$ cat src/rtl/hexrec_pkg.sv
package hexrec_pkg;

    typedef enum logic [2:0] {
        ERR_NONE    = 3'd0,
        ERR_BADCHAR = 3'd1,
        ERR_UNEXP   = 3'd2,
        ERR_CSUM    = 3'd3,
        ERR_TYPE    = 3'd4,
        ERR_LEN     = 3'd5
    } err_e;

    typedef enum logic [2:0] {
        CC_HEX,
        CC_COLON,
        CC_SPACE,
        CC_EOL,
        CC_OTHER
    } cclass_e;

    typedef enum logic [1:0] {
        PS_HUNT,
        PS_BYTES,
        PS_FLUSH
    } pstate_e;

    typedef enum logic [1:0] {
        WS_IDLE,
        WS_GRANT,
        WS_STROBE
    } wstate_e;

    localparam logic [7:0] REC_DATA = 8'h00;
    localparam logic [7:0] REC_EOF  = 8'h01;
    localparam int         HDR_BYTES = 4;

endpackage

$ cat src/rtl/hexrec_char_class.sv
module hexrec_char_class
    import hexrec_pkg::*;
(
    input  logic [7:0] code,
    output cclass_e    cls,
    output logic [3:0] nib
);
    always_comb begin
        cls = CC_OTHER;
        nib = 4'h0;
        if (code >= 8'h30 && code <= 8'h39) begin
            cls = CC_HEX;
            nib = code[3:0];
        end else if ((code >= 8'h41 && code <= 8'h46) ||
                     (code >= 8'h61 && code <= 8'h66)) begin
            cls = CC_HEX;
            nib = code[3:0] + 4'd9;
        end else if (code == 8'h3A) begin
            cls = CC_COLON;
        end else if (code == 8'h20 || code == 8'h09) begin
            cls = CC_SPACE;
        end else if (code == 8'h0D || code == 8'h0A) begin
            cls = CC_EOL;
        end
    end
endmodule

$ cat src/rtl/hexrec_byte_buf.sv
module hexrec_byte_buf #(
    parameter int DEPTH = 64,
    parameter int IDX_W = $clog2(DEPTH)
) (
    input  logic             clk,
    input  logic             we,
    input  logic [IDX_W-1:0] widx,
    input  logic [7:0]       wdata,
    input  logic [IDX_W-1:0] ridx,
    output logic [7:0]       rdata
);
    logic [7:0] mem [DEPTH];

    always_ff @(posedge clk) begin
        if (we) mem[widx] <= wdata;
    end

    assign rdata = mem[ridx];
endmodule

$ cat src/rtl/hexrec_burst_wr.sv
module hexrec_burst_wr
    import hexrec_pkg::*;
#(
    parameter int ADDR_W = 16,
    parameter int IDX_W  = 6,
    parameter int CNT_W  = 7
) (
    input  logic              clk,
    input  logic              rst_n,
    input  logic              start,
    input  logic [CNT_W-1:0]  count,
    input  logic [ADDR_W-1:0] base,
    input  logic [7:0]        rdata,
    output logic [IDX_W-1:0]  ridx,
    input  logic              bus_ack_n,
    input  logic              wait_n,
    output logic              bus_req_n,
    output logic              wr_n,
    output logic [ADDR_W-1:0] addr,
    output logic [7:0]        data,
    output logic              done
);
    wstate_e          ws_q, ws_d;
    logic [CNT_W-1:0] idx_q, idx_d;
    logic             done_d;
    logic             last;

    assign last = (idx_q == count - CNT_W'(1));

    // next-state process
    always_comb begin
        ws_d   = ws_q;
        idx_d  = idx_q;
        done_d = 1'b0;
        unique case (ws_q)
            WS_IDLE: begin
                if (start) begin
                    ws_d  = WS_GRANT;
                    idx_d = '0;
                end
            end
            WS_GRANT: begin
                if (!bus_ack_n) ws_d = WS_STROBE;
            end
            WS_STROBE: begin
                if (wait_n) begin
                    if (last) begin
                        ws_d   = WS_IDLE;
                        done_d = 1'b1;
                    end else begin
                        ws_d  = WS_GRANT;
                        idx_d = idx_q + CNT_W'(1);
                    end
                end
            end
            default: ws_d = WS_IDLE;
        endcase
    end

    // state register
    always_ff @(posedge clk) begin
        if (!rst_n) begin
            ws_q  <= WS_IDLE;
            idx_q <= '0;
            done  <= 1'b0;
        end else begin
            ws_q  <= ws_d;
            idx_q <= idx_d;
            done  <= done_d;
        end
    end

    // output process
    always_comb begin
        bus_req_n = (ws_q == WS_IDLE);
        wr_n      = (ws_q != WS_STROBE);
        ridx      = idx_q[IDX_W-1:0];
        addr      = base + ADDR_W'(idx_q);
        data      = rdata;
    end

    assert_strobe_after_grant_R7: assert property (@(posedge clk) disable iff (!rst_n)
        $fell(wr_n) |-> $past(!bus_ack_n));

    assert_hold_while_wait_R7: assert property (@(posedge clk) disable iff (!rst_n)
        (!wr_n && !wait_n) |=> (!wr_n && $stable(addr) && $stable(data)));
endmodule

$ cat src/rtl/hexrec_loader.sv
module hexrec_loader
    import hexrec_pkg::*;
#(
    parameter int BUF_DEPTH = 64,
    parameter int LINE_W    = 16,
    parameter int COL_W     = 8
) (
    input  logic              clk,
    input  logic              rst_n,
    input  logic              char_valid,
    input  logic [7:0]        char_code,
    output logic              bus_req_n,
    input  logic              bus_ack_n,
    output logic              wr_n,
    input  logic              wait_n,
    output logic [15:0]       mem_addr,
    output logic [7:0]        mem_data,
    output logic              busy,
    output logic              rec_ok,
    output logic              err,
    output logic [2:0]        err_code,
    output logic [LINE_W-1:0] line_no,
    output logic [COL_W-1:0]  col_no
);
    localparam int ADDR_W = 16;
    localparam int IDX_W  = $clog2(BUF_DEPTH);
    localparam int CNT_W  = $clog2(BUF_DEPTH + 1);
    localparam int CMP_W  = (CNT_W > 8) ? CNT_W : 8;
    localparam int HDR_W  = $clog2(HDR_BYTES + 1);

    cclass_e    cls;
    logic [3:0] nib;

    hexrec_char_class u_class (
        .code (char_code),
        .cls  (cls),
        .nib  (nib)
    );

    pstate_e           st_q, st_d;
    logic              hi_q;
    logic [3:0]        nib_q;
    logic [HDR_W-1:0]  hdr_q;
    logic [7:0]        len_q, type_q, sum_q, pend_q;
    logic [ADDR_W-1:0] base_q;
    logic              pend_v_q;
    logic [CNT_W-1:0]  cnt_q;
    logic              err_q, open_q, start_q, ok_q;
    err_e              code_q;
    logic [LINE_W-1:0] line_q;
    logic [COL_W-1:0]  col_q;

    logic       raise, push, open_rec, burst, accept_now, finish, take;
    err_e       rcode;
    logic [7:0] byte_val;
    logic       wr_done;
    logic [7:0] rd_byte;
    logic [IDX_W-1:0] rd_idx;

    assign byte_val = {nib_q, nib};
    assign take     = char_valid && (st_q != PS_FLUSH);

    // next-state and event decode
    always_comb begin
        st_d       = st_q;
        raise      = 1'b0;
        rcode      = ERR_NONE;
        push       = 1'b0;
        open_rec   = 1'b0;
        burst      = 1'b0;
        accept_now = 1'b0;
        finish     = 1'b0;
        unique case (st_q)
            PS_HUNT: begin
                if (char_valid) begin
                    if (cls == CC_COLON) begin
                        open_rec = 1'b1;
                        st_d     = PS_BYTES;
                    end else if (cls == CC_HEX && !err_q) begin
                        raise = 1'b1;
                        rcode = ERR_UNEXP;
                    end else if (cls == CC_OTHER && !err_q) begin
                        raise = 1'b1;
                        rcode = ERR_BADCHAR;
                    end
                end
            end
            PS_BYTES: begin
                if (char_valid) begin
                    unique case (cls)
                        CC_HEX: begin
                            if (hi_q) begin
                                if (hdr_q == HDR_W'(HDR_BYTES - 1) &&
                                    byte_val != REC_DATA && byte_val != REC_EOF) begin
                                    raise = 1'b1;
                                    rcode = ERR_TYPE;
                                end else if (hdr_q == HDR_W'(HDR_BYTES) && pend_v_q) begin
                                    if (cnt_q == CNT_W'(BUF_DEPTH)) begin
                                        raise = 1'b1;
                                        rcode = ERR_LEN;
                                    end else begin
                                        push = 1'b1;
                                    end
                                end
                            end
                        end
                        CC_SPACE: begin
                            if (hi_q) begin
                                raise = 1'b1;
                                rcode = ERR_UNEXP;
                            end
                        end
                        CC_COLON: begin
                            raise = 1'b1;
                            rcode = ERR_UNEXP;
                        end
                        CC_OTHER: begin
                            raise = 1'b1;
                            rcode = ERR_BADCHAR;
                        end
                        CC_EOL: begin
                            if (hi_q) begin
                                raise = 1'b1;
                                rcode = ERR_UNEXP;
                            end else if (hdr_q != HDR_W'(HDR_BYTES) || !pend_v_q) begin
                                raise = 1'b1;
                                rcode = ERR_LEN;
                            end else if (sum_q != 8'h00) begin
                                raise = 1'b1;
                                rcode = ERR_CSUM;
                            end else if (CMP_W'(cnt_q) != CMP_W'(len_q)) begin
                                raise = 1'b1;
                                rcode = ERR_LEN;
                            end else if (type_q == REC_DATA && cnt_q != '0) begin
                                burst = 1'b1;
                            end else begin
                                accept_now = 1'b1;
                            end
                        end
                        default: ;
                    endcase
                    if (raise || accept_now) st_d = PS_HUNT;
                    else if (burst)         st_d = PS_FLUSH;
                end
            end
            PS_FLUSH: begin
                if (wr_done) begin
                    finish = 1'b1;
                    st_d   = PS_HUNT;
                end
            end
            default: st_d = PS_HUNT;
        endcase
    end

    // state and datapath registers
    always_ff @(posedge clk) begin
        if (!rst_n) begin
            st_q     <= PS_HUNT;
            hi_q     <= 1'b0;
            nib_q    <= '0;
            hdr_q    <= '0;
            len_q    <= '0;
            type_q   <= '0;
            sum_q    <= '0;
            pend_q   <= '0;
            base_q   <= '0;
            pend_v_q <= 1'b0;
            cnt_q    <= '0;
            err_q    <= 1'b0;
            code_q   <= ERR_NONE;
            open_q   <= 1'b0;
            start_q  <= 1'b0;
            ok_q     <= 1'b0;
            line_q   <= '0;
            col_q    <= '0;
        end else begin
            st_q    <= st_d;
            start_q <= burst;
            ok_q    <= accept_now || finish;
            if (open_rec) begin
                hi_q     <= 1'b0;
                hdr_q    <= '0;
                sum_q    <= '0;
                pend_v_q <= 1'b0;
                cnt_q    <= '0;
                err_q    <= 1'b0;
                code_q   <= ERR_NONE;
            end
            if (char_valid && st_q == PS_BYTES && cls == CC_HEX) begin
                if (!hi_q) begin
                    hi_q  <= 1'b1;
                    nib_q <= nib;
                end else begin
                    hi_q  <= 1'b0;
                    sum_q <= sum_q + byte_val;
                    case (hdr_q)
                        HDR_W'(0): len_q          <= byte_val;
                        HDR_W'(1): base_q[15:8]   <= byte_val;
                        HDR_W'(2): base_q[7:0]    <= byte_val;
                        HDR_W'(3): type_q         <= byte_val;
                        default: begin
                            pend_q   <= byte_val;
                            pend_v_q <= 1'b1;
                        end
                    endcase
                    if (hdr_q != HDR_W'(HDR_BYTES)) hdr_q <= hdr_q + HDR_W'(1);
                    if (push) cnt_q <= cnt_q + CNT_W'(1);
                end
            end
            if (raise) begin
                err_q  <= 1'b1;
                code_q <= rcode;
            end
            if (take) begin
                if (cls == CC_EOL) begin
                    col_q  <= '0;
                    open_q <= 1'b0;
                    if (open_q) line_q <= line_q + LINE_W'(1);
                end else begin
                    col_q <= col_q + COL_W'(1);
                    if (open_rec) open_q <= 1'b1;
                end
            end
        end
    end

    hexrec_byte_buf #(.DEPTH(BUF_DEPTH), .IDX_W(IDX_W)) u_buf (
        .clk   (clk),
        .we    (push),
        .widx  (cnt_q[IDX_W-1:0]),
        .wdata (pend_q),
        .ridx  (rd_idx),
        .rdata (rd_byte)
    );

    hexrec_burst_wr #(.ADDR_W(ADDR_W), .IDX_W(IDX_W), .CNT_W(CNT_W)) u_wr (
        .clk       (clk),
        .rst_n     (rst_n),
        .start     (start_q),
        .count     (cnt_q),
        .base      (base_q),
        .rdata     (rd_byte),
        .ridx      (rd_idx),
        .bus_ack_n (bus_ack_n),
        .wait_n    (wait_n),
        .bus_req_n (bus_req_n),
        .wr_n      (wr_n),
        .addr      (mem_addr),
        .data      (mem_data),
        .done      (wr_done)
    );

    // output process
    always_comb begin
        busy     = (st_q == PS_FLUSH);
        rec_ok   = ok_q;
        err      = err_q;
        err_code = code_q;
        line_no  = line_q;
        col_no   = col_q;
    end

    assert_bus_only_in_flush_R8: assert property (@(posedge clk) disable iff (!rst_n)
        !bus_req_n |-> busy);

    assert_ok_without_err_R12: assert property (@(posedge clk) disable iff (!rst_n)
        rec_ok |-> !err);

    assert_ok_single_R12: assert property (@(posedge clk) disable iff (!rst_n)
        rec_ok |=> !rec_ok);

    assert_err_on_char_R10: assert property (@(posedge clk) disable iff (!rst_n)
        $rose(err) |-> $past(char_valid));
endmodule

$ cat config.mk
export PLATFORM = sky130hd
export DESIGN_NAME = hexrec_loader
export DESIGN_NICKNAME = d
export VERILOG_FILES = /design/src/rtl/hexrec_pkg.sv /design/src/rtl/hexrec_char_class.sv /design/src/rtl/hexrec_byte_buf.sv /design/src/rtl/hexrec_burst_wr.sv /design/src/rtl/hexrec_loader.sv
export SDC_FILE = /design/constraint.sdc
export NUM_CORES = 1
export LEC_CHECK = 0
export ABC_AREA = 0
export BUFFER_PORTS_ARGS = -buffer_cell sky130_fd_sc_hd__buf_2
export CAP_MARGIN = 25
export CORE_MARGIN = 2
export CORE_UTILIZATION = 35
export DETAILED_ROUTE_END_ITERATION = 8
export PLACE_DENSITY = 0.54
export SYNTH_ARGS = -nofsm -noshare
export SYNTH_HDL_FRONTEND = slang
export SYNTH_HIERARCHICAL = 1
export SYNTH_SLANG_ARGS = --single-unit
$ cat constraint.sdc
create_clock -name clk -period 5.9 [get_ports clk]
set_clock_uncertainty 0.05 [all_clocks]
set_input_delay 0.295 -clock clk [delete_from_list [all_inputs] [get_ports clk]]
set_output_delay 0.295 -clock clk [all_outputs]
set_load 0.01 [all_outputs]
==> After elaboration in Yosys (flattened, before gate mapping) <==
Memories as Yosys holds them, arrays and structs flattened. A register that Yosys moved wholly into a read port is not among the register bits.
Cells that the tools add are included.
{ "word_totals": {"wordCells": 236, "mem_count": 1, "ram_bits": 512, "output_inout_bits": 56, "ff_bits": 107, "in_bits": 13} }
{ "op_classes": {"n_addsub": 9, "order_cmp": 6, "bitwise_logic": 2, "eq_ne": 33, "reduce_logical": 47, "mux": 116} }
{ "memory_table": {"columns": ["memory", "words", "word_bits", "rd", "rd_ports_with_merged_regs", "wr", "line", "text"], "rows": [
  ["u_buf.mem", 64, 8, 1, 1, 1, "hexrec_byte_buf.sv:12", "logic [7:0] mem [DEPTH];"]
]} }
{ "ops": {"columns": ["cell", "count"], "rows": [
  ["$mux 1", 61],
  ["$mux 3", 20],
  ["$mux 7", 7],
  ["$mux 8", 4],
  ["$reduce_and 3->1", 9],
  ["$mux 2", 13],
  ["$eq 8x4->1 const B", 3],
  ["$add 16x1->16 const B", 1],
  ["$add 16x7->16", 1],
  ["$eq 8x6->1 const B", 2],
  ["$ge 8x7->1 const B", 2],
  ["$le 8x7->1 const B", 2],
  ["$ne 2x2->1 const B", 8],
  ["$reduce_bool 8->1", 2],
  ["$pmux 3 s5", 1],
  ["$add 7x1->7 const B", 2],
  ["$pmux 7 s2", 1],
  ["$eq 3x2->1 const B", 4],
  ["$logic_and 1x1->1", 12],
  ["$mux 6", 2],
  ["$pmux 2 s3", 2],
  ["$add 8x1->8 const B", 1],
  ["$add 8x8->8", 1],
  ["$ge 8x6->1 const B", 1],
  ["31 further kinds", 51]
]} }

==> Logic depth before layout (Yosys ltp) <==
Gate-level depths: netlist (run 1).
{ "depth": {"word_depth": 17, "depth_mapped": 16, "ltp_nobuf": 14} }

==> Cells and area by module <==
The synthesis (run 1) kept the hierarchy.
{ "by_module_without_submodules": {"columns": ["mod", "cells_each", "seq_area_each_um2", "instances", "area_each_um2"], "rows": [
  ["hexrec_byte_buf", 964, 15374.7, 1, 20030.5],
  ["hexrec_loader", 554, 1941.9, 1, 4660.7],
  ["hexrec_burst_wr", 160, 200.2, 1, 1224.9],
  ["hexrec_char_class", 38, 0.0, 1, 305.3]
]} }

==> Worst setup path after synthesis (run 1) <==
OpenSTA, ideal clock, no wires.
{ "synth_timing": {"path_kind": "input port to flip-flop", "start": "input port char_code[0]", "end": "memory u_buf.mem[33][0], enable pin", "arrival_ps": 3774, "setup_ps": 370, "path_buffers": 3, "path_stages": 16, "setup_slack_ps": 1706, "path_cell_list": "inv_1 -> ha_1 -> nor2b_1 -> o21ai_1 -> a2111oi_2 -> nor3_1 -> buf_2 -> nor3_1 -> nand3_1 -> or4_4 -> buf_6 -> clkinv_1 -> nand2_1 -> or3_1 -> clkbuf_1 -> nor2_1"} }
{ "synth_rtl": {"columns": ["element", "line", "text"], "rows": [
  ["start, declared", "hexrec_loader.sv:11", "input logic [7:0] char_code,"],
  ["$eq 8x4->1", "hexrec_char_class.sv:22", "end else if (code == 8'h0D || code == 8'h0A) begin"],
  ["$logic_or 1x1->1", "hexrec_char_class.sv:22", null],
  ["$mux 3", "hexrec_char_class.sv:22", null],
  ["$mux 3", "hexrec_char_class.sv:20", "end else if (code == 8'h20 || code == 8'h09) begin"],
  ["$mux 3", "hexrec_char_class.sv:18", "end else if (code == 8'h3A) begin"],
  ["$mux 3", "hexrec_char_class.sv:14", "end else if ((code >= 8'h41 && code <= 8'h46) ||"],
  ["$mux 3 (*)", "hexrec_char_class.sv:11", "if (code >= 8'h30 && code <= 8'h39) begin"],
  ["net cls[1]", "hexrec_loader.sv:31", "cclass_e cls;"],
  ["$logic_not 3->1 (*)", "hexrec_loader.sv:90", "unique case (cls)"],
  ["$mux 1 (*)", "hexrec_loader.sv:90", null],
  ["$mux 1 (*)", "hexrec_loader.sv:89", "if (char_valid) begin"],
  ["$mux 1 (*)", "hexrec_loader.sv:73", "unique case (st_q)"],
  ["net push", "hexrec_loader.sv:53", "logic raise, push, open_rec, burst, accept_now, finish, take;"],
  ["$mux 1 (*)", "hexrec_byte_buf.sv:15", "if (we) mem[widx] <= wdata;"],
  ["$mux 1 (not written as such) (*)", "hexrec_byte_buf.sv:15", null],
  ["end, declared", "hexrec_byte_buf.sv:12", null]
]} }
The timed path passes the listed nets; every way through them passes the cells marked *.

==> Worst setup path in the final report (run 1) <==
{ "layout_timing": {"start": "input port char_code[0]", "end": "memory u_buf.mem[9][4], enable pin"} }
Same word-level chain as after synthesis.

==> results of run 1 <==
==> cell usage in the layout (no fill, tap or decap), types with 16 or more instances in the layout <==
| cell | instances |
|---|---|
| a21oi_1 | 45 |
| a31oi_1 | 24 |
| buf_2 | 68 |
| clkbuf_16 | 69 |
| dfxtp_1 | 94 |
| edfxtp_1 | 512 |
| ha_1 | 30 |
| inv_1 | 30 |
| mux2i_1 | 51 |
| mux4_2 | 124 |
| nand2_1 | 89 |
| nand3_1 | 90 |
| nand4_1 | 16 |
| nor2_1 | 158 |
| nor3_1 | 20 |
| o21ai_0 | 32 |
| o22ai_1 | 23 |
| or3_1 | 17 |
| xnor2_1 | 19 |
| xor2_1 | 26 |
==> where the power goes <==
part / switching, mW / internal (mW) / total (mW)
sequential: 0.00268 / 4.66 / 4.66
combinational: 0.0398 / 0.0200 / 0.0599
clock: 1.69 / 2.50 / 4.19
total: 1.73 / 7.18 / 8.91
==> timing repair <==
action                    CTS  global route
hold buffers                3             0
setup buffers               0             0
hold endpoints to repair    3             0
==> path summary, 6_finish.rpt <==
path	start	end	slack, ns
worst min register to register	type_q[5]	type_q[5]	0.41
worst min-delay path	rst_n	st_q[0]	0.12
worst max register to register	hdr_q[2]	u_buf/mem[9][4]	1.57
worst max-delay path	char_code[0]	u_buf/mem[9][4]	1.28
==> per-layer routing <==
metal	share of wire (%)	vias up	GRT usage [%]
li1	-	6837	-
met1	44	7799	23.8
met2	48	523	27.5
met3	6.3	84	2.97
met4	2.1	0	5.02
met5	0	-	0
==> area by class of cell <==
cell class,instances,area [µm²],area share [%]
flip-flops and latches,619,17600,59.2
multi-input cells,963,8030,27.1
clock buffers,80,1780,6.00
well taps,969,1210,4.09
repair buffers,90,538,1.81
clock inverters,36,407,1.37
inverters,35,131,0.443
==> stage by stage <==
stage | instances | hold WS [ns]
finish | 2792 | 0.123
global route | 2792 | 0.111
CTS | 2790 | 0.0854
detailed placement | 2671 | 0.401
global placement | 2671 | 0.392
floorplan | 1716 | 0.362
==> sequential cells by signal, indices dropped and copies added, names as in the netlist, 2 cells and up <==
name and flops:
base_q 16, cnt_q 7, col_no 8, err_code 3, hdr_q 3, len_q 8, line_no 16, nib_q 4
pend_q 8, st_q 2, sum_q 8, type_q 8, u_buf/mem 512, u_wr/idx_q 7, u_wr/ws_q 2
==> logic make-up (layout without fill, tap and decap cells) <==
family / Yosys count / count (layout)
flip-flops: 619 / 619
AND/OR/NAND/NOR: 492 / 492
XOR/XNOR: 45 / 45
AO/OA/AOI/OAI: 218 / 218
buffers and inverters: 134 / 241
adder cells (fa/ha/maj): 32 / 32
multiplexers: 176 / 176
==> results.tsv, run 1 <==
metric	value	unit
outcome	finished clean	
cts_tree	done	
ys_warn_count	6	
netlist_instances	1716	
slew_violations	0	
clock.fmax	216	MHz
setup_viol	0	
synth.area.top_cells	edfxtp_1, mux4_2, dfxtp_1	
synth_compound_area_share	5.71	%
nFillCells	6851	
synth-adder-area-share	1.58	%
synth_nets	1761	
ys_types	82	
hold_depth	2	
grt_overflow	0	
cp_num_cells	15	
drtPass1Iterations	5	
drt-initial-drc-count	1069	
synthArstFlopShare	0	%
hold_class	input port to register	
synth-simple-area-share	9.18	%
finalCritPeriodShare	78.4	%
netlist_area	26200	µm²
cp-end-kind	register	
die_h	278	µm
drive_gt1_share	19.6	%
synth_common_cells	edfxtp_1, nor2_1, mux4_2	
dieArea	77100	µm²
rsz0062_at_grt	no	
finalWeightedCongestion	0.840	
clkSlewWorstSetupHoldPaths	0.06	ns
syn_avg_cell_area	15.3	µm²
grt_max_degree	66	
synthMuxAreaShare	12.6	%
crit_required	6.06	ns
cts_buffer_depth	3	
vias	15200	
synth_ff_type	edfxtp_1	
viasPerCell	5.46	
max_slew_margin	30.1	%
synth_top_family_by_area	multiplexers	
antenna_found_initial	2	
period_minus_slack	4.62	ns
grt_pass1_wl	99000	µm
wl_per_cell	23.5	µm
design_area	29700	µm²
core-area	74300	µm²
final_nets	1820	
start_util	35.3	%
place_ws	0.829	ns
p_leak	11.0	nW
ant_nets	0	
critPathArrivalTime	4.79	ns
htree_levels	3	
track_usage	17.1	%
drc	0	
die_width	278	µm
post-dp-hpwl	41700	µm
crit_path_max_incr_delay	0.76	ns
grt_pass1_vias	15100	
crit_buf_inv	5	
worst_path_max_delay_cell	nor2_1	
yosys.area_share.xor_xnor	1.50	%
critPathLaunchType	input port	
cp_top_family	simple AND/OR/NAND/NOR gates	
routed_wl	65700	µm
cp_cell_sequence	buf_2 > inv_1 > ha_1 > nor2b_1 > o21ai_1 > a2111oi_2 > buf_4 > nor3_1 > clkbuf_4 > nor3_1 > nand3_1 > or4_4 > clkinv_1 > nand3_1 > nor2_1	
root_buffer	clkbuf_16	
synth_top_area_cell	edfxtp_1	
portBuffers	68	
final_core_util	39.9	%
numClockSinks	619	
cts.repair.resized	0	
worstMarginPinSlew	1.05	ns
ys_seq_area_share	66.8	%
powerDensity	301	nW/µm²
yosysMostFrequentCell	edfxtp_1	
timing.final.ws_setup	1.28	ns
path_class	input port to register	
r2r_cells	7	
hold_violations	0	
dpl-instance-area	27400	µm²
cap_violations	0	
numCtsBuffers	66	
ios	69	
rows	100	
synth_edf_count	512	
area_growth_syn_to_layout	13.1	%
crit_fanout	14	
ir_worst_vdd	230	µV
setup_tns	0	ns
synth_top_area_share	58.6	%
ys_ff_latch	619	
total_power	8.91	mW
clk_latency	0.60	ns
antenna_cells	0	
(Power assumes the default switching activity.)
==> run 2: changes to the inputs <==
==> constraint.sdc (replaced) <==
create_clock -name clk -period 4.4 [get_ports clk]
set_clock_uncertainty 0.05 [all_clocks]
set_input_delay 0.22 -clock clk [delete_from_list [all_inputs] [get_ports clk]]
set_output_delay 0.22 -clock clk [all_outputs]
set_load 0.01 [all_outputs]
==> run 2 against run 1 <==
  * Critical path depth down 7
  * Critical path type is now register to primary output
  * Count of clock-buffer cells in the layout up 8
  * First-iteration DRC count up 19%
  * Global-route usage up 0.24 points
  * Largest cell class unchanged
==> results.tsv, run 2 (synthesized netlist as in run 1, its figures left out) <==
metric	value	unit	change
outcome	finished clean		
drc	0		unchanged
dieArea	77100	µm²	unchanged
antenna_found_initial	0		-2
cts_tree	done		
hp-start	rst_n		
critPathArrivalTime	3.47	ns	-1.32 ns
nFillCells	6795		-0.82%
area_growth_syn_to_layout	15.1	%	
drt-initial-drc-count	1271		+19%
die_h	278	µm	unchanged
crit_fanout	21		+7
layout_common_cells	edfxtp_1, nor2_1, mux4_2		
crit_start	u_wr/idx_q[0]		
multi_input_area	8030	µm²	unchanged
worstMarginPinSlew	0.927	ns	-0.119 ns
htree_levels	3		unchanged
postCtsSetupBuffers	0		unchanged
final-seq-area	17600	µm²	unchanged
track_usage	17.3	%	+0.24 points
grt_max_degree	66		unchanged
grt_pass1_wl	101000	µm	+1.8%
top_register	u_buf/mem		
finalWeightedCongestion	0.837		-0.43%
vias	15500		+1.5%
wl_per_cell	23.4	µm	-0.42%
critPathLaunchType	register		
path_class	register to primary output		
post-dp-hpwl	42500	µm	+1.9%
max_slew_margin	38.2	%	+8.1 points
viasPerCell	5.39		-1.2%
p_leak	11.4	nW	+3.5%
start_util	35.3	%	unchanged
setup_tns	0	ns	unchanged
reg2reg_from	hdr_q[2]		
clkSlewWorstSetupHoldPaths	0.06	ns	about the same
largest_register_ffs	512		unchanged
drtPass1Iterations	5		unchanged
portBuffers	68		unchanged
clk_latency	0.60	ns	about the same
rsz0062_at_grt	no		
routed_wl	67300	µm	+2.3%
final_core_util	40.6	%	+0.72 points
hold_violations	0		unchanged
powerDensity	392	nW/µm²	+30%
timing.final.ws_setup	0.664	ns	-0.611 ns
grt_overflow	0		unchanged
hold_class	input port to register		
ir_worst_vdd	236	µV	+2.6%
die_width	278	µm	unchanged
cp-end-kind	primary output		
drive_gt1_share	22.3	%	+2.7 points
cts_buffer_depth	3		unchanged
period_minus_slack	3.74	ns	
cts.repair.resized	0		unchanged
place_ws	0.156	ns	-0.672 ns
root_buffer	clkbuf_16		
ios	69		unchanged
cap_violations	0		unchanged
clock.fmax	268	MHz	
grt_pass1_vias	15500		+2.8%
numCtsBuffers	66		unchanged
rows	100		unchanged
final_nets	1898		+4.3%
core-area	74300	µm²	unchanged
setup_viol	0		unchanged
final_common_cell	edfxtp_1		
slew_violations	0		unchanged
numClockSinks	619		unchanged
total_power	11.8	mW	+33%
crit_required	4.13	ns	-1.93 ns
finalCritPeriodShare	84.9	%	
ant_nets	0		unchanged
==> run 2: cell count changes in the layout (fill, tap and decap cells not counted), sizes merged <==
cell,before,now
buf,85,165
bufinv,8,6
clkbuf,82,88
clkinv,24,19
clkinvlp,5,2
diode,0,1
==> run 2: power breakdown <==
group / leakage [nW] / internal, mW / switching [mW]
logic: 3.53 / 0.0303 / 0.0562
clock network: 1.03 / 3.27 / 2.23
registers: 6.83 / 6.25 / 0.00379
total: 11.4 / 9.55 / 2.29
==> run 2: cell type report <==
cell class	instances	area share, %
multi-input cells	963	26.6
diodes	1	0.00829
clock inverters	26	0.953
flip-flops and latches	619	58.2
well taps	969	4.02
clock buffers	88	6.06
inverters	35	0.435
repair buffers	168	3.76
==> run 2: critical path, stage by stage, from the launching register on <==
cell     delay, ns
dfxtp_4       0.46
buf_4         0.38
buf_4         0.43
mux4_2        0.57
mux2_2        0.32
o21ai_0       0.15
a31oi_1       0.08
a22o_1        0.28
buf_2         0.16
==> run 2: layer usage <==
| metal | up-vias | share of wire, % | wire length, µm | global-route usage (%) |
|---|---|---|---|---|
| met3 | 75 | 5.3 | 3590 | 3.03 |
| li1 | 6962 | - | - | - |
| met1 | 7990 | 45 | 30200 | 23.7 |
| met5 | - | 0 | 0 | 0 |
| met2 | 444 | 48 | 32300 | 28.7 |
| met4 | 0 | 1.6 | 1090 | 4.35 |
==> run 2: through the flow <==
step / hold WS (ns) / instance area [µm²] / std cells
after floorplan: 0.287 / 26200 / 1716
after CTS: 0.00504 / 30200 / 2867
after global routing: 0.0263 / 30200 / 2868
after detailed placement: 0.399 / 28000 / 2750
final: 0.0342 / 30200 / 2869
after global placement: 0.392 / 28000 / 2750
==> run 2: worst paths after layout <==
path,endpoint,slack (ns),cells past startpoint
max,mem_data[4],0.66,8
min,st_q[0],0.03,2
max reg2reg,u_buf/mem[34][0],0.95,10
min reg2reg,type_q[1],0.41,2
==> run 2: repair_timing <==
item / 4_1_cts / 5_1_grt
hold endpoints to repair: 3 / 0
endpoints found under the setup margin: 0 / 0
hold buffers: 3 / 0
==> run 3: changes to the inputs <==
--- a/config.mk
+++ b/config.mk
@@ -5,7 +5,7 @@
 export SDC_FILE = /design/constraint.sdc
 export NUM_CORES = 1
 export LEC_CHECK = 0
-export ABC_AREA = 0
+export ABC_AREA = 1
 export BUFFER_PORTS_ARGS = -buffer_cell sky130_fd_sc_hd__buf_2
 export CAP_MARGIN = 25
 export CORE_MARGIN = 2
==> constraint.sdc (replaced) <==
create_clock -name clk -period 3.85 [get_ports clk]
set_clock_uncertainty 0.05 [all_clocks]
set_input_delay 0.1925 -clock clk [delete_from_list [all_inputs] [get_ports clk]]
set_output_delay 0.1925 -clock clk [all_outputs]
set_load 0.01 [all_outputs]
==> run 3 against run 2 <==
  * Hold slack better by 0.096 ns
  * Cell count is 38% higher
  * Synthesized area is 5.0% higher
  * Core utilization is 0.22 points lower
  * Critical path depth is 4 higher
  * Power is 16% higher
  * Count of clock-buffer cells in the layout is 11 higher
  * Register-to-register slack better by 0.02 ns
  * Sequential share of layout area is 2.3 points lower
  * Critical endpoint is now mem_addr[14]
==> results.tsv, run 3 <==
metric	value	unit	change
ant_nets	0		unchanged
outcome	finished clean		
slew_violations	0		unchanged
final_cells	3947		+38%
crit_fanout	66		+210%
p_seq_share	51.9	%	-0.9 points
total_power	13.8	mW	+16%
synth_common_cells	nand2_1, edfxtp_1, nand3_1		
holdBufCountCts	3		unchanged
numCtsBuffers	70		+6.1%
synth.area.top_cells	edfxtp_1, nand2_1, nand3_1		
post-dp-hpwl	46100	µm	+8.6%
grt_pass1_wl	114000	µm	+13%
drive_gt1_share	11.1	%	-11 points
grt_max_degree	191		+190%
hold_class	input port to register		
switching_share	19.7	%	+0.36 points
synth_top_family_by_area	simple AND/OR/NAND/NOR gates		
htree_levels	3		unchanged
routed_wl	74600	µm	+11%
setup_viol	0		unchanged
gr-usage-met3	3.05	%	+0.018 points
rows	102		+2.0%
final_common_cell	nand2_1		
yosysMostFrequentCell	nand2_1		
use_met1	23.3	%	-0.40 points
ir_worst_vdd	246	µV	+4.5%
antenna_found_initial	0		unchanged
top_register	u_buf/mem		
synth-adder-area-share	1.51	%	-0.076 points
finalWeightedCongestion	0.888		+6.1%
synthMuxAreaShare	0	%	-13 points
clkSlewWorstSetupHoldPaths	0.06	ns	about the same
worstMarginPinSlew	1.02	ns	+0.0877 ns
clock.fmax	298	MHz	
switchingPower	2.71	mW	+19%
final-seq-area	17600	µm²	about the same
start_util	35.4	%	+0.15 points
cap_violations	0		unchanged
top_usage_layer	met2		
cp-end-kind	primary output		
multi_input_area	8520	µm²	+6.1%
track_usage	18.2	%	+0.89 points
yosys.area_share.xor_xnor	0.859	%	-0.64 points
synth_ff_type	edfxtp_1		
hold_ws	0.130	ns	+0.0962 ns
root_buffer	clkbuf_16		
synth_compound_area_share	3.02	%	-2.7 points
synth_top_area_share	55.8	%	-2.8 points
period_minus_slack	3.36	ns	
netlist_instances	2759		+61%
dieArea	80900	µm²	+5.0%
portBuffers	68		unchanged
nFillCells	7485		+10%
die_width	285	µm	+2.4%
final_core_util	40.4	%	-0.22 points
netlist_area	27500	µm²	+5.0%
cts_buffer_depth	3		unchanged
clkPwrFrac	47.4	%	+1.0 points
path_class	register to primary output		
ios	69		unchanged
rsz0062_at_grt	no		
ys_types	49		-40%
layout_common_cells	nand2_1, edfxtp_1, nand3_1		
synth_top_area_cell	edfxtp_1		
syn_avg_cell_area	9.98	µm²	-35%
setup_tns	0	ns	unchanged
critPathArrivalTime	3.12	ns	-0.35 ns
die_h	285	µm	+2.4%
viasPerCell	5.10		-5.5%
vias	20100		+30%
drt-initial-drc-count	1762		+39%
ys_ff_latch	619		unchanged
finalCritPeriodShare	87.3	%	
max_slew_margin	32.3	%	-5.8 points
core-area	77700	µm²	+4.6%
largest_register_ffs	512		unchanged
synth_edf_count	512		unchanged
cts_tree	done		
critPathLaunchType	register		
clk_latency	0.61	ns	about the same
area_growth_syn_to_layout	14.0	%	
postCtsSetupBuffers	0		unchanged
drtPass1Iterations	6		+1
dp_cells	3814		+39%
ys_seq_area_share	63.6	%	-3.2 points
antenna_cells	0		-1
crit_required	3.61	ns	-0.52 ns
hold_violations	0		unchanged
synth-simple-area-share	25.5	%	+16 points
ys_warn_count	6		unchanged
drc	0		unchanged
grt_overflow	0		unchanged
synth_nets	2804		+59%
wl_per_cell	18.9	µm	-19%
p_leak	12.7	nW	+11%
power.internal	11.1	mW	+16%
powerDensity	438	nW/µm²	+12%
use_met2	31.1	%	+2.5 points
grt_pass1_vias	20000		+29%
cts.repair.resized	0		unchanged
comb_power_share	0.7	%	about the same
synthArstFlopShare	0	%	unchanged
final_nets	2897		+53%
numClockSinks	619		unchanged
## run 3: cell types whose count changed after synthesis, moves of 21 or more
cell,before,now
nor2_1,158,210
mux2i_1,51,0
mux4_2,124,0
o21ai_0,32,65
nand3_1,90,503
buf_2,16,59
clkbuf_1,49,20
o22ai_1,23,2
inv_1,30,136
a31oi_1,24,3
a21oi_1,45,73
nand2_1,89,819
## run 3: final timing paths
check / from / end / slack [ns] / cells past startpoint
worst max-delay path: u_wr/idx_q[1] / mem_addr[14] / 0.49 / 12
worst max register to register: cnt_q[1] / u_buf/mem[3][1] / 0.97 / 9
worst min-delay path: char_code[0] / nib_q[0] / 0.13 / 5
worst min register to register: pend_v_q / pend_v_q / 0.42 / 2
## run 3: logic make-up (layout without fill, tap and decap cells)
group | count (synthesis) | after routing
buffers and inverters | 295 | 443
XOR/XNOR | 27 | 27
flip-flops | 619 | 619
AND/OR/NAND/NOR | 1627 | 1627
adder cells (fa/ha/maj) | 32 | 32
AO/OA/AOI/OAI | 159 | 159
## run 3: per-stage QoR
| step | worst slack, ns | area [µm²] |
|---|---|---|
| global route | 0.241 | 31400 |
| global placement | 0.417 | 29000 |
| floorplan | 0.570 | 27500 |
| finish | 0.490 | 31400 |
| CTS | 0.468 | 31300 |
| detailed placement | 0.324 | 29000 |
## run 3: area by class of cell
class / instances / share of cell area, %
inverter: 149 / 1.81
sequential: 619 / 55.9
tap: 1040 / 4.14
multi-input combinational: 1845 / 27.1
clock inverter: 28 / 0.893
clock buffer: 99 / 6.30
timing repair buffer: 167 / 3.81
## run 3: power groups by stage
| stage | sequential (mW) | clock, mW | combinational (mW) |
|---|---|---|---|
| 2_1_floorplan | 7.30 | 0 | 0.0557 |
| 3_3_place_gp | 7.29 | 0 | 0.0892 |
| 3_5_place_dp | 7.29 | 0 | 0.0914 |
| 4_1_cts | 7.15 | 6.67 | 0.0940 |
| 5_1_grt | 7.14 | 6.92 | 0.110 |
| 6_report | 7.15 | 6.52 | 0.0977 |
## run 3: layer usage
metal	vias up	part of all wire (%)
li1	9600	-
met3	142	5.9
met5	-	0
met4	0	3.3
met1	9729	42
met2	653	48
## run 3: worst max-delay path: stages, from the launching register on
cell	delay [ns]
dfxtp_4	0.43
buf_4	0.62
fa_1	0.35
nand3_1	0.08
nand2_1	0.13
nand4_1	0.09
nand2_1	0.12
nand3_1	0.12
nor2_1	0.22
nand2_1	0.08
nand2_1	0.06
nand2_1	0.05
buf_2	0.14
